`config.mk`:
```
export PLATFORM = sky130hd
export DESIGN_NAME = init_store_match
export DESIGN_NICKNAME = d
export VERILOG_FILES = /design/src/rtl/ismt_pkg.sv /design/src/rtl/ismt_entry.sv /design/src/rtl/ismt_alloc.sv /design/src/rtl/ismt_resp.sv /design/src/rtl/init_store_match.sv
export SDC_FILE = /design/constraint.sdc
export NUM_CORES = 2
export LEC_CHECK = 0
export BUFFER_PORTS_ARGS = -buffer_cell sky130_fd_sc_hd__buf_4
export CORE_MARGIN = 8
export CORE_UTILIZATION = 58
export CTS_CLUSTER_DIAMETER = 150
export DETAILED_ROUTE_END_ITERATION = 8
export GPL_ROUTABILITY_DRIVEN = 0
export PLACE_DENSITY = 0.78
export RECOVER_POWER = 50
export SYNTH_ARGS = -nofsm -noshare
export SYNTH_HDL_FRONTEND = slang
export SYNTH_SLANG_ARGS = --single-unit
export TNS_END_PERCENT = 10
```
`constraint.sdc`:
```
create_clock -name clk_i -period 5.7 [get_ports clk_i]
set_clock_uncertainty 0.15 [all_clocks]
set_input_delay 0.285 -clock clk_i [delete_from_list [all_inputs] [get_ports clk_i]]
set_output_delay 0.285 -clock clk_i [all_outputs]
set_load 0.02 [all_outputs]
```
`src/rtl/ismt_pkg.sv`:
```
package ismt_pkg;
  localparam int unsigned DEF_ENTRIES    = 16;
  localparam int unsigned DEF_PTAG_W     = 28;
  localparam int unsigned DEF_PAGE_OFF_W = 12;
  localparam int unsigned DEF_BLK_OFF_W  = 6;
  localparam int unsigned DEF_ID_W       = 5;

  typedef enum logic [1:0] {
    ALLOC_FREE,
    ALLOC_REUSE,
    ALLOC_EVICT
  } alloc_src_e;
endpackage

```
`src/rtl/ismt_entry.sv`:
```
module ismt_entry #(
  parameter int unsigned BLK_W = 34,
  parameter int unsigned AGE_W = 4
) (
  input  logic             clk_i,
  input  logic             rst_ni,
  input  logic             wr_en_i,
  input  logic [BLK_W-1:0] wr_blk_i,
  input  logic             clr_i,
  input  logic             age_inc_i,
  input  logic             del_en_i,
  input  logic [AGE_W-1:0] del_age_i,
  input  logic [BLK_W-1:0] qry_blk_i,
  input  logic [BLK_W-1:0] ins_blk_i,
  output logic             valid_o,
  output logic [AGE_W-1:0] age_o,
  output logic             qry_hit_o,
  output logic             ins_hit_o
);
  logic             valid_q;
  logic [BLK_W-1:0] blk_q;
  logic [AGE_W-1:0] age_q, age_nxt;
  logic             age_dec;

  // age = number of held entries inserted after this one
  assign age_dec = del_en_i && (age_q > del_age_i);
  assign age_nxt = age_q + AGE_W'(age_inc_i) - AGE_W'(age_dec);

  always_ff @(posedge clk_i or negedge rst_ni) begin
    if (!rst_ni) begin
      valid_q <= 1'b0;
      blk_q   <= '0;
      age_q   <= '0;
    end else if (wr_en_i) begin
      valid_q <= 1'b1;
      blk_q   <= wr_blk_i;
      age_q   <= '0;
    end else if (clr_i) begin
      valid_q <= 1'b0;
      age_q   <= '0;
    end else if (valid_q) begin
      age_q   <= age_nxt;
    end
  end

  assign valid_o   = valid_q;
  assign age_o     = age_q;
  assign qry_hit_o = valid_q && (blk_q == qry_blk_i);
  assign ins_hit_o = valid_q && (blk_q == ins_blk_i);
endmodule

```
`src/rtl/ismt_alloc.sv`:
```
module ismt_alloc
  import ismt_pkg::*;
#(
  parameter int unsigned NUM_ENTRIES = 16,
  parameter int unsigned IDX_W       = 4
) (
  input  logic [NUM_ENTRIES-1:0]       valid_i,
  input  logic [NUM_ENTRIES*IDX_W-1:0] age_i,
  input  logic                         del_en_i,
  input  logic [IDX_W-1:0]             del_idx_i,
  output logic [IDX_W-1:0]             tgt_idx_o,
  output logic                         full_o
);
  localparam logic [IDX_W-1:0] OLDEST_AGE = IDX_W'(NUM_ENTRIES - 1);

  logic             free_found;
  logic [IDX_W-1:0] free_idx, oldest_idx;
  alloc_src_e       src;

  always_comb begin
    free_found = 1'b0;
    free_idx   = '0;
    for (int i = NUM_ENTRIES - 1; i >= 0; i--) begin
      if (!valid_i[i]) begin
        free_found = 1'b1;
        free_idx   = IDX_W'(i);
      end
    end
  end

  always_comb begin
    oldest_idx = '0;
    for (int i = 0; i < NUM_ENTRIES; i++) begin
      if (valid_i[i] && age_i[i*IDX_W +: IDX_W] == OLDEST_AGE) oldest_idx = IDX_W'(i);
    end
  end

  always_comb begin
    if (free_found)    src = ALLOC_FREE;
    else if (del_en_i) src = ALLOC_REUSE;
    else               src = ALLOC_EVICT;
    unique case (src)
      ALLOC_FREE:  tgt_idx_o = free_idx;
      ALLOC_REUSE: tgt_idx_o = del_idx_i;
      default:     tgt_idx_o = oldest_idx;
    endcase
  end

  assign full_o = &valid_i;
endmodule

```
`src/rtl/ismt_resp.sv`:
```
module ismt_resp #(
  parameter int unsigned ID_W  = 5,
  parameter int unsigned BLK_W = 34
) (
  input  logic             clk_i,
  input  logic             rst_ni,
  input  logic             hit_i,
  input  logic [ID_W-1:0]  id_i,
  input  logic [BLK_W-1:0] blk_i,
  output logic             cancel_o,
  output logic [ID_W-1:0]  cancel_id_o,
  output logic             install_o,
  output logic [BLK_W-1:0] install_blk_o
);
  always_ff @(posedge clk_i or negedge rst_ni) begin
    if (!rst_ni) begin
      cancel_o      <= 1'b0;
      install_o     <= 1'b0;
      cancel_id_o   <= '0;
      install_blk_o <= '0;
    end else begin
      cancel_o      <= hit_i;
      install_o     <= hit_i;
      cancel_id_o   <= hit_i ? id_i  : '0;
      install_blk_o <= hit_i ? blk_i : '0;
    end
  end
endmodule

```
`src/rtl/init_store_match.sv`:
```
module init_store_match
  import ismt_pkg::*;
#(
  parameter int unsigned NUM_ENTRIES = DEF_ENTRIES,
  parameter int unsigned PTAG_W      = DEF_PTAG_W,
  parameter int unsigned PAGE_OFF_W  = DEF_PAGE_OFF_W,
  parameter int unsigned BLK_OFF_W   = DEF_BLK_OFF_W,
  parameter int unsigned ID_W        = DEF_ID_W,
  localparam int unsigned ADDR_W     = PTAG_W + PAGE_OFF_W,
  localparam int unsigned BLK_W      = ADDR_W - BLK_OFF_W
) (
  input  logic                  clk_i,
  input  logic                  rst_ni,
  input  logic                  ins_valid_i,
  input  logic [PTAG_W-1:0]     ins_ptag_i,
  input  logic [PAGE_OFF_W-1:0] ins_offset_i,
  input  logic                  qry_valid_i,
  input  logic [ADDR_W-1:0]     qry_addr_i,
  input  logic [ID_W-1:0]       qry_id_i,
  output logic                  cancel_o,
  output logic [ID_W-1:0]       cancel_id_o,
  output logic                  install_o,
  output logic [BLK_W-1:0]      install_blk_o,
  output logic                  full_o
);
  localparam int unsigned IDX_W = $clog2(NUM_ENTRIES);

  logic [BLK_W-1:0] ins_blk, qry_blk;
  logic             unused_low_bits;

  logic [NUM_ENTRIES-1:0]       valid_vec, qry_hit_vec, ins_hit_vec, wr_en_vec, clr_vec;
  logic [NUM_ENTRIES*IDX_W-1:0] age_flat;
  logic [IDX_W-1:0]             hit_idx, tgt_idx, del_age;
  logic                         stored_hit, bypass_hit, ins_dup, ins_store, resp_hit;

  assign ins_blk = {ins_ptag_i, ins_offset_i[PAGE_OFF_W-1:BLK_OFF_W]};
  assign qry_blk = qry_addr_i[ADDR_W-1:BLK_OFF_W];
  assign unused_low_bits = ^{qry_addr_i[BLK_OFF_W-1:0], ins_offset_i[BLK_OFF_W-1:0]};

  always_comb begin
    hit_idx = '0;
    for (int i = 0; i < NUM_ENTRIES; i++) begin
      if (qry_hit_vec[i]) hit_idx = IDX_W'(i);
    end
  end

  assign stored_hit = qry_valid_i && (|qry_hit_vec);
  assign bypass_hit = qry_valid_i && ins_valid_i && (ins_blk == qry_blk);
  assign ins_dup    = |ins_hit_vec;
  // same-block insert is consumed by the concurrent query
  assign ins_store  = ins_valid_i && !ins_dup && !bypass_hit;
  assign resp_hit   = stored_hit || bypass_hit;
  assign del_age    = age_flat[hit_idx*IDX_W +: IDX_W];

  ismt_alloc #(
    .NUM_ENTRIES(NUM_ENTRIES),
    .IDX_W      (IDX_W)
  ) u_alloc (
    .valid_i  (valid_vec),
    .age_i    (age_flat),
    .del_en_i (stored_hit),
    .del_idx_i(hit_idx),
    .tgt_idx_o(tgt_idx),
    .full_o   (full_o)
  );

  for (genvar g = 0; g < NUM_ENTRIES; g++) begin : g_entry
    assign wr_en_vec[g] = ins_store && (tgt_idx == IDX_W'(g));
    assign clr_vec[g]   = stored_hit && (hit_idx == IDX_W'(g)) && !wr_en_vec[g];

    ismt_entry #(
      .BLK_W(BLK_W),
      .AGE_W(IDX_W)
    ) u_entry (
      .clk_i    (clk_i),
      .rst_ni   (rst_ni),
      .wr_en_i  (wr_en_vec[g]),
      .wr_blk_i (ins_blk),
      .clr_i    (clr_vec[g]),
      .age_inc_i(ins_store),
      .del_en_i (stored_hit),
      .del_age_i(del_age),
      .qry_blk_i(qry_blk),
      .ins_blk_i(ins_blk),
      .valid_o  (valid_vec[g]),
      .age_o    (age_flat[g*IDX_W +: IDX_W]),
      .qry_hit_o(qry_hit_vec[g]),
      .ins_hit_o(ins_hit_vec[g])
    );
  end

  ismt_resp #(
    .ID_W (ID_W),
    .BLK_W(BLK_W)
  ) u_resp (
    .clk_i        (clk_i),
    .rst_ni       (rst_ni),
    .hit_i        (resp_hit),
    .id_i         (qry_id_i),
    .blk_i        (qry_blk),
    .cancel_o     (cancel_o),
    .cancel_id_o  (cancel_id_o),
    .install_o    (install_o),
    .install_blk_o(install_blk_o)
  );
endmodule

```
==> flow_metrics.tcl <==
set metrics [dict create \
    outcome "complete, but fails checks" \
    violations "max-capacitance violations, max-slew violations, negative setup slack" \
    whs_endpoint "u_resp.install_blk_o[21]" \
    layout_common_cells "770 x xnor2_1, 662 x dfrtp_1, 608 x buf_4" \
    synth_warnings 0 \
    netlist-cell-type-count 76 \
    path_max_fanout 7 \
    cpMostUsedCell "ha_4" \
    critPathLaunchType "register" \
    numCtsBuffers 76 \
    worst-slew-pin-transition_ns 3.862 \
    rr_worst_depth 28 \
    hold_path.class "input pin to register" \
    core_area_mm2 0.07721 \
    cp-end-kind "register" \
    path_clk_slew_ns 0.07 \
    finalHoldViolCount 0 \
    synth_edf_count 0 \
    rsz0062_at_grt "yes" \
    ys_seq_elements 664 \
    initial_core_util 0.5849 \
    antenna_found_initial 3 \
    r2r-start "g_entry[4].u_entry.blk_q[13]" \
    dp.cells 5662 \
    drv_slew 514 \
    vias 39410 \
    min_from "qry_addr_i[27]" \
    synth_area_per_cell_um2 10.69 \
    slowest_stage "nor4b_1" \
    timing.rr.end "g_entry[5].u_entry.age_o[2]" \
    drive_gt1_frac 0.3188 \
    hpwl_mm 120.9 \
    clockBufferDepth 3 \
    holdWs_ns 0.02986 \
    ys.flop_type "dfrtp_1" \
    final_area_mm2 0.05421 \
    regToRegSetupSlack_ns -0.39 \
    setup_violations 50 \
    async_flop_share 1.000 \
    cp.required_ns 6.06 \
    grt_pass1_wl_mm 257.8 \
    io_pins 131 \
    critPathKind "register to register" \
    post-route-util 0.7021 \
    clock_latency_ns 0.65 \
    min_period_ns 6.088 \
    worstHoldPathCells 3 \
    p_leak_nw 23.14 \
    post_drt_wl_per_cell_um 30.47 \
    first_global_vias 40260 \
    seq_area_frac_synth 0.3679 \
    irDropWorstVdd_mv 0.4792 \
    area.growth.synth_to_final_pct 20.04 \
    setup_ws_ns -0.3882 \
    path_delay_family "compound AO/OA/AOI/OAI gates" \
    max_stage_delay_ns 0.48 \
    die_x_um 295.0 \
    die_h_um 295.0 \
    p_per_area_mw_per_mm2 554.1 \
    cts_root_buffer "clkbuf_16" \
    track_usage 0.3968 \
    fin_crit_sh 1.068 \
    tns_ns -11.22 \
    cts_tree "yes" \
    final_common_cell "xnor2_1" \
    drc_errors 0 \
    viasPerCell 6.769 \
    grt_max_degree 170 \
    place_area_mm2 0.05055 \
    drtIter0Drc 5452 \
    cp_num_cells 28 \
    final_cells 5822 \
    cts_max_level 3 \
    synth_cells 4226 \
    crit_buf_inv 4 \
    firstDrtPassIters 9 \
    arrival_ns 6.45 \
    wirelength_mm 177.4 \
    max_freq_mhz 164.3 \
    maxCapViolations 3 \
    slew_headroom -1.574 \
    io_buffer_count 118 \
    grt_overflow_total 0 \
    synth_area_mm2 0.04516 \
    final_antenna_net_count 0 \
    fin_nets 4969 \
    mappedNetlistNets 4474 \
    dieArea_mm2 0.08704 \
    rows 102 \
    cts.sinks 664 \
]
[cell type report]
cell class | instances | area, um2
repair buffers | 708 | 5685
clock buffers | 115 | 2272
diodes | 2 | 5.005
inverters | 107 | 411.6
flip-flops and latches | 664 | 16620
well taps | 1040 | 1301
clock inverters | 22 | 267.8
multi-input cells | 3164 | 27650
fillers | 5295 | 23000
[worst register-to-register path, delay by kind of cell, from the launching register on]
kind	cells	cell delay, ns
AOI/OAI and AO/OA	9	1.81
and+or+nand+nor	9	1.68
adders and majority gates	4	1.01
buffers and inverters	4	0.53
DFF	1	0.40
xor gates and xnor gates	2	0.39
[registers in the layout, indices dropped and copies added (netlist names)]
| name | flops |
|---|---|
| g_entry.u_entry.age_o | 64 |
| g_entry.u_entry.valid_o | 16 |
| g_entry.u_entry.blk_q | 544 |
| u_resp.install_blk_o | 34 |
| u_resp.cancel_o | 1 |
| u_resp.cancel_id_o | 5 |
[through the flow]
stage / setup slack [ns] / power [mW]
6_report: -0.3882 / 30.04
5_1_grt: -0.5210 / 31.34
4_1_cts: -0.1030 / 28.97
3_5_place_dp: -0.5995 / 23.40
3_3_place_gp: -0.4415 / 22.75
2_1_floorplan: 0.02369 / 18.73
[kinds of logic after synthesis]
kind of cell / share of synthesized area
buffers and inverters: 0.04356
AND/OR/NAND/NOR: 0.1322
multiplexers: 0.1452
AO/OA/AOI/OAI: 0.03998
flip-flops: 0.3679
XOR/XNOR: 0.2244
adder cells (fa/ha/maj): 0.04671
[where the power goes]
| group | internal [mW] | total (mW) | switching [mW] |
|---|---|---|---|
| sequential | 6.83 | 9.49 | 2.65 |
| combinational | 7.99 | 15.5 | 7.50 |
| clock | 2.95 | 5.06 | 2.11 |
[Yosys cell counts, types with 10 or more instances]
| library cell | number | area [um2] |
|---|---|---|
| xor2_1 | 377 | 3302 |
| nand2_1 | 94 | 352.8 |
| nor4_1 | 140 | 875.8 |
| nand2b_1 | 43 | 269.0 |
| nand3_1 | 39 | 195.2 |
| a21o_1 | 24 | 180.2 |
| ha_1 | 143 | 1789 |
| xnor2_1 | 780 | 6832 |
| or3_1 | 11 | 68.82 |
| o21ai_0 | 54 | 270.3 |
| buf_1 | 27 | 101.4 |
| dfrtp_1 | 664 | 16620 |
| mux2_2 | 517 | 5822 |
| nand4_1 | 304 | 1902 |
| and4_1 | 16 | 140.1 |
| a211oi_1 | 20 | 150.1 |
| a21oi_1 | 59 | 295.3 |
| mux2i_1 | 37 | 370.4 |
| buf_2 | 39 | 195.2 |
| mux2_4 | 19 | 285.3 |
| clkbuf_1 | 135 | 506.7 |
| nor4b_1 | 18 | 157.7 |
| and2_1 | 43 | 269.0 |
| or4_1 | 57 | 427.9 |
| fa_1 | 16 | 320.3 |
| nor2_1 | 141 | 529.3 |
| buf_4 | 67 | 503.0 |
| a41o_1 | 16 | 160.2 |
| nor2b_1 | 20 | 125.1 |
| o211ai_1 | 10 | 75.07 |
| inv_1 | 107 | 401.6 |
| and3_1 | 10 | 62.56 |
| buf_6 | 23 | 259.0 |
| nor3_1 | 37 | 185.2 |
[per-layer routing]
| metal | GRT usage | wire [um] | up-vias |
|---|---|---|---|
| met4 | 0.3328 | 20220 | 2 |
| met1 | 0.4722 | 59060 | 19100 |
| met3 | 0.1296 | 25500 | 1220 |
| li1 | - | - | 15880 |
| met5 | 0 | 19 | - |
| met2 | 0.5811 | 72590 | 3208 |
[worst max path at each step]
stage,startpoint,endpoint,slack [ns]
after global placement,g_entry[2].u_entry.blk_q[15],g_entry[15].u_entry.age_o[2],-0.44
after detailed placement,qry_addr_i[16],g_entry[11].u_entry.age_o[2],-0.60
after CTS,g_entry[2].u_entry.blk_q[15],g_entry[15].u_entry.age_o[2],-0.10
after floorplan,qry_addr_i[34],g_entry[5].u_entry.age_o[2],0.02
final,g_entry[4].u_entry.blk_q[13],g_entry[5].u_entry.age_o[2],-0.39
after global routing,g_entry[4].u_entry.blk_q[13],g_entry[7].u_entry.age_o[1],-0.52
[what timing repair did]
| item | 4_1_cts | 5_1_grt |
|---|---|---|
| buffers inserted | 8 | 8 |
| pin swaps | 56 | 88 |
| hold endpoints to repair | 69 | 0 |
| gates cloned | 1 | 0 |
| resized for setup | 109 | 131 |
| hold buffers | 7 | 0 |
| endpoints found under the setup margin | 52 | 63 |
Note: power is estimated with default switching activity, not from simulation.
